===== config.mk =====
export PLATFORM = sky130hd
export DESIGN_NAME = ovs_rx_top
export DESIGN_NICKNAME = d
export VERILOG_FILES = /design/src/rtl/ovs_rx_pkg.sv /design/src/rtl/ovs_rx_sync.sv /design/src/rtl/ovs_rx_ctrl.sv /design/src/rtl/ovs_rx_dp.sv /design/src/rtl/ovs_rx_top.sv
export SDC_FILE = /design/constraint.sdc
export NUM_CORES = 1
export LEC_CHECK = 0
export BUFFER_PORTS_ARGS = -buffer_cell sky130_fd_sc_hd__buf_2
export CAP_MARGIN = 10
export CORE_ASPECT_RATIO = 2
export CORE_MARGIN = 4
export CORE_UTILIZATION = 58
export DETAILED_ROUTE_END_ITERATION = 6
export HOLD_SLACK_MARGIN = 0.12
export PLACE_DENSITY = 0.79
export RECOVER_POWER = 100
export SLEW_MARGIN = 20
export SYNTH_ARGS = -nofsm -noshare
export SYNTH_HDL_FRONTEND = slang
export SYNTH_SLANG_ARGS = --single-unit

===== constraint.sdc =====
create_clock -name clk -period 3 [get_ports clk]
set_clock_uncertainty 0.1 [all_clocks]
set_input_delay 0.15 -clock clk [delete_from_list [all_inputs] [get_ports clk]]
set_output_delay 0.15 -clock clk [all_outputs]
set_load 0.1 [all_outputs]

===== src/rtl/ovs_rx_pkg.sv =====
package ovs_rx_pkg;

  typedef enum logic [2:0] {
    ST_IDLE,
    ST_START,
    ST_DATA,
    ST_PARITY,
    ST_STOP,
    ST_POST
  } rxState_e;

  // strobes and frame settings passed from control to datapath
  typedef struct packed {
    logic       shiftBit;   // sample a data bit
    logic       capParity;  // sample the parity bit
    logic       xfer;       // first stop-bit center: move character to buffer
    logic       setFlags;   // one clock later: data-received and framing
    logic [1:0] lenCode;    // captured length code
    logic       parOn;      // captured parity enable
    logic       parEven;    // captured parity sense
  } rxStrobe_t;

endpackage


===== src/rtl/ovs_rx_sync.sv =====
module ovs_rx_sync #(
  parameter int STAGES = 2
) (
  input  logic clk,
  input  logic rst,
  input  logic din,
  output logic dout
);

  logic [STAGES-1:0] chain;

  always_ff @(posedge clk or posedge rst) begin
    if (rst) chain <= '1;
    else     chain <= {chain[STAGES-2:0], din};
  end

  assign dout = chain[STAGES-1];

endmodule


===== src/rtl/ovs_rx_ctrl.sv =====
module ovs_rx_ctrl
  import ovs_rx_pkg::*;
#(
  parameter int OVS = 16,
  parameter int DW  = 8
) (
  input  logic       clk,
  input  logic       rst,
  input  logic       rxLine,
  input  logic [1:0] lenSel,
  input  logic       parOff,
  input  logic       parEven,
  output rxStrobe_t  strb
);

  localparam int CW = $clog2(OVS);
  localparam int IW = $clog2(DW);
  localparam logic [CW-1:0] CNT_LAST = CW'(OVS - 1);
  localparam logic [CW-1:0] CNT_MID  = CW'(OVS / 2 - 1);

  rxState_e      state;
  logic [CW-1:0] cnt;
  logic [IW-1:0] bitIdx;
  logic [1:0]    cfgLen;
  logic          cfgPar;
  logic          cfgEven;
  logic          sampleNow;
  logic          lastBit;

  assign sampleNow = (cnt == CNT_LAST);
  assign lastBit   = (bitIdx == IW'(DW - 4) + IW'(cfgLen));

  always_ff @(posedge clk or posedge rst) begin
    if (rst) begin
      state   <= ST_IDLE;
      cnt     <= '0;
      bitIdx  <= '0;
      cfgLen  <= '0;
      cfgPar  <= 1'b0;
      cfgEven <= 1'b0;
    end else begin
      unique case (state)
        ST_IDLE: begin
          if (!rxLine) begin
            state   <= ST_START;
            cnt     <= '0;
            cfgLen  <= lenSel;
            cfgPar  <= !parOff;
            cfgEven <= parEven;
          end
        end
        ST_START: begin
          if (cnt == CNT_MID) begin
            cnt    <= '0;
            bitIdx <= '0;
            state  <= rxLine ? ST_IDLE : ST_DATA;
          end else begin
            cnt <= cnt + 1'b1;
          end
        end
        ST_DATA: begin
          cnt <= sampleNow ? '0 : cnt + 1'b1;
          if (sampleNow) begin
            bitIdx <= bitIdx + 1'b1;
            if (lastBit) state <= cfgPar ? ST_PARITY : ST_STOP;
          end
        end
        ST_PARITY: begin
          cnt <= sampleNow ? '0 : cnt + 1'b1;
          if (sampleNow) state <= ST_STOP;
        end
        ST_STOP: begin
          cnt <= sampleNow ? '0 : cnt + 1'b1;
          if (sampleNow) state <= ST_POST;
        end
        ST_POST: state <= ST_IDLE;
        default: state <= ST_IDLE;
      endcase
    end
  end

  always_comb begin
    strb           = '0;
    strb.shiftBit  = (state == ST_DATA)   && sampleNow;
    strb.capParity = (state == ST_PARITY) && sampleNow;
    strb.xfer      = (state == ST_STOP)   && sampleNow;
    strb.setFlags  = (state == ST_POST);
    strb.lenCode   = cfgLen;
    strb.parOn     = cfgPar;
    strb.parEven   = cfgEven;
  end

endmodule


===== src/rtl/ovs_rx_dp.sv =====
module ovs_rx_dp
  import ovs_rx_pkg::*;
#(
  parameter int DW = 8
) (
  input  logic          clk,
  input  logic          rst,
  input  logic          rxLine,
  input  logic          dataRcvdClrN,
  input  rxStrobe_t     strb,
  output logic [DW-1:0] rxData,
  output logic          dataRcvd,
  output logic          parityErr,
  output logic          frameErr,
  output logic          overrunErr
);

  logic [DW-1:0] shiftReg;
  logic [DW-1:0] justified;
  logic [1:0]    shAmt;
  logic          parBit;
  logic          stopBit;
  logic          onesOdd;

  assign shAmt     = 2'd3 - strb.lenCode;
  assign justified = shiftReg >> shAmt;
  assign onesOdd   = ^justified;

  always_ff @(posedge clk or posedge rst) begin
    if (rst) begin
      shiftReg   <= '0;
      parBit     <= 1'b0;
      stopBit    <= 1'b1;
      dataRcvd   <= 1'b0;
      parityErr  <= 1'b0;
      frameErr   <= 1'b0;
      overrunErr <= 1'b0;
    end else begin
      if (strb.shiftBit)  shiftReg <= {rxLine, shiftReg[DW-1:1]};
      if (strb.capParity) parBit   <= rxLine;
      if (strb.xfer) begin
        stopBit    <= rxLine;
        overrunErr <= dataRcvd;
        parityErr  <= strb.parOn & (onesOdd ^ parBit ^ ~strb.parEven);
      end
      if (strb.setFlags) begin
        dataRcvd <= 1'b1;
        frameErr <= ~stopBit;
      end else if (!dataRcvdClrN) begin
        dataRcvd <= 1'b0;
      end
    end
  end

  // holding register survives master reset
  always_ff @(posedge clk) begin
    if (strb.xfer) rxData <= justified;
  end

endmodule


===== src/rtl/ovs_rx_top.sv =====
module ovs_rx_top
  import ovs_rx_pkg::*;
#(
  parameter int OVS         = 16,
  parameter int DW          = 8,
  parameter int SYNC_STAGES = 2
) (
  input  logic          clk,
  input  logic          masterRst,
  input  logic          serialIn,
  input  logic [1:0]    lenSel,
  input  logic          parOff,
  input  logic          parEven,
  input  logic          dataRcvdClrN,
  output logic [DW-1:0] rxData,
  output logic          dataRcvd,
  output logic          parityErr,
  output logic          frameErr,
  output logic          overrunErr
);

  logic      rxSync;
  rxStrobe_t strb;

  ovs_rx_sync #(.STAGES(SYNC_STAGES)) sync_i (
    .clk (clk),
    .rst (masterRst),
    .din (serialIn),
    .dout(rxSync)
  );

  ovs_rx_ctrl #(.OVS(OVS), .DW(DW)) ctrl_i (
    .clk    (clk),
    .rst    (masterRst),
    .rxLine (rxSync),
    .lenSel (lenSel),
    .parOff (parOff),
    .parEven(parEven),
    .strb   (strb)
  );

  ovs_rx_dp #(.DW(DW)) dp_i (
    .clk         (clk),
    .rst         (masterRst),
    .rxLine      (rxSync),
    .dataRcvdClrN(dataRcvdClrN),
    .strb        (strb),
    .rxData      (rxData),
    .dataRcvd    (dataRcvd),
    .parityErr   (parityErr),
    .frameErr    (frameErr),
    .overrunErr  (overrunErr)
  );

endmodule


==> metrics.txt <==
P&R area growth vs syn=12.9%; net count after synthesis=177; Die W=48.8 µm; TritonCTS clock tree=yes; Multi-input gate area=867 µm²; Synth area leader=dfrtp_1; port bufs=19; HP Start=sync_i.chain[0]; Mapped Avg Cell Area=11.6 µm²; Pleak=0.941 nW; Arrival @ worst endpoint=2.35 ns; Worst Path Max Fanout=15; hold crit path type=reg -> reg; antenna violations before repair=0; # DRC=0; CP max stage delay=0.58 ns; async set-reset flop share out of synthesis=78.9%; Power Dens Cells=845 mW/mm²; VDD IR-drop max=0.779 mV; Clock Pin Slew Worst Setup and Hold Paths=0.08 ns; clock root buffer master=clkbuf_8; clk buf depth=2; Fin. Hold Viols=0; core area=0.00319 mm²; FF-to-FF setup slack=0.75 ns; Hold Path Depth=0; crit path cell chain=buf_4 -> mux4_2 -> xnor2_1 -> xnor3_1 -> o31ai_1; min Tclk post-route=2.25 ns; # fillers=254; Detail Placement HPWL=2.83 mm; Synth cell types=41; synthesized flop and latch total=38; CP max stage cell=mux4_2; Routed Antenna Nets=0; initial detailed-routing violation count=27; overall routing resource usage=20.0%; top_reg_cell synth=dfrtp_1; DIE HEIGHT=89.6 µm; vias in the first global route=1,386; CP startpoint kind=flip-flop; yosys warns=0; Max-cap violations=0; Nets=202; Final period util=75.0%; outcome=complete, no violations; CP endpoint kind=flip-flop; Initial Util=60.5%; Worst Max-Slew Pin Slew=1.18 ns; # IOs=20; number of buffers created by CTS=5; Reg-to-Reg Start=ctrl_i.cfgLen[0]; layout cells sized above 1=20.2%; register area share after synthesis=51.5%; RePlAce Congestion=0.841; Clk Latency, worst-skew pair=0.29 ns; RSZ-0062 raised after global routing=false; Final Max Slew Viols=0; kind of critical path=reg -> reg; drt via density=6.23; Final Non-Filler Cells=224; first-pass GRT wire length=6.55 mm; Synth Cell Area=0.00193 mm²; clock sinks=38; Setup-failing EPs final=0; via count=1,396; Mapped Cells=167; # diodes=0; fmax=0.444 GHz; pin count of the biggest net entering global routing=31; cell family with most CP delay=XOR/XNOR gates; total negative slack=0 ns; Initial DRT Pass Iterations=4; Yosys top cell area share=35.0%; setup bufs post-CTS=0; die area=0.00437 mm²; Critical path buffers and inverters=1; total grt overflow=0; Setup WS post-layout=0.749 ns; # rows=29; dpl cells=209; WHS Endpoint=sync_i.chain[1]; dpl ws=0.777 ns; FF+latch area=995 µm²; final wirelength=3.96 mm; relative slew slack=21.7%; FF-to-FF End=dp_i.parityErr; Synth area leaders=dfrtp_1 (35%), edfxtp_1 (12%), mux2_2 (8.2%), mux4_2 (5.8%), dfstp_2 (4.1%); H-tree depth=2; worst endpoint required time=3.10 ns; Wirelength per Cell=17.7 µm; Post-synth EDFFs=8; R2R depth=5
worst max path at each step:
stage,end,slack (ns),start,cells after the start
6_report,dp_i.parityErr,0.75,ctrl_i.cfgLen[0],5
3_3_place_gp,dp_i.parityErr,0.77,ctrl_i.cfgLen[0],5
4_1_cts,dp_i.parityErr,0.76,ctrl_i.cfgLen[0],5
3_5_place_dp,dp_i.parityErr,0.78,ctrl_i.cfgLen[0],5
5_1_grt,dp_i.rxData[7],0.61,ctrl_i.state[0],3
2_1_floorplan,dp_i.parityErr,0.94,ctrl_i.cfgLen[0],6
cell usage after synthesis, drive strengths merged (3+ instances only):
library cell,instances
edfxtp,8
a21oi,4
and3,3
nor3b,4
dfrtp,27
clkbuf,8
xnor2,4
inv,6
mux2i,3
dfstp,3
nand3,5
nand2,20
mux4,5
nor2,9
o21ai,12
mux2,14
where the power goes:
group / internal, mW / switching (mW)
sequential: 0.628 / 0.191
clock: 0.185 / 0.177
combinational: 0.293 / 0.368
total: 1.11 / 0.737
flip-flops by register name, indices dropped and copies added, names as in the netlist:
signal and count:
dp_i.rxData 8, sync_i.chain 2, dp_i.dataRcvd 1, dp_i.overrunErr 1, ctrl_i.state 3, dp_i.parBit 1
ctrl_i.cfgLen 2, dp_i.stopBit 1, ctrl_i.cfgPar 1, ctrl_i.cnt 4, dp_i.parityErr 1, ctrl_i.bitIdx 3
ctrl_i.cfgEven 1, dp_i.shiftReg 8, dp_i.frameErr 1
metrics by stage:
| step | utilization, % | instance area (µm²) | total power [mW] | hold slack [ns] |
|---|---|---|---|---|
| 2_1_floorplan | - | 1930 | 1.34 | 0.0545 |
| 3_3_place_gp | 63.7 | 2030 | 1.44 | 0.156 |
| 3_5_place_dp | 63.7 | 2030 | 1.48 | 0.156 |
| 4_1_cts | 68.8 | 2200 | 1.85 | 0.264 |
| 5_1_grt | 68.3 | 2180 | 1.97 | 0.267 |
| 6_report | 68.3 | 2180 | 1.84 | 0.263 |
routing by layer:
metal / wire length (µm) / global-route usage (%) / up-vias / part of all wire, %
met5: 0 / 0 / - / 0
met4: 196 / 15.0 / 0 / 5.0
met3: 150 / 4.30 / 19 / 3.8
met2: 2190 / 35.2 / 41 / 55
met1: 1420 / 20.4 / 686 / 36
li1: - / - / 650 / -
logic make-up (layout without fill, tap and decap cells):
kind of cell             after synthesis  count (layout)  synth area share, %
AND/OR/NAND/NOR                       53              53                 13.8
buffers and inverters                 16              42                 3.56
AO/OA/AOI/OAI                         28              28                 9.20
XOR/XNOR                               8               8                 5.05
adder cells (fa/ha/maj)                2               2                 1.30
multiplexers                          22              22                 15.6
flip-flops                            38              38                 51.5
area by class of cell:
type / instances / area share, %
inverter: 6 / 1.03
multi-input combinational: 113 / 39.8
clock inverter: 2 / 0.574
timing repair buffer: 28 / 7.41
sequential: 38 / 45.6
clock buffer: 6 / 3.79
tap: 31 / 1.78
what timing repair did:
item                      4_1_cts  5_1_grt
hold endpoints to repair       33        0
hold buffers                    7        0
gates resized for setup         0        0
cell usage in the layout, fill, tap and decap left out, types with 4 or more instances in the layout:
cell type      netlist  layout
mux2_2              14      14
buf_2                1       7
xnor2_1              4       4
nor2_1               9       9
clkbuf_1             8      13
o21ai_0             12      12
dfrtp_1             27      27
clkbuf_8             0       6
inv_1                6       6
dlygate4sd3_1        0       7
nand3_1              5       5
nor3b_1              4       4
edfxtp_1             8       8
nand2_1             20      20
mux4_2               5       5
a21oi_1              4       4
(Power assumes the default switching activity.)
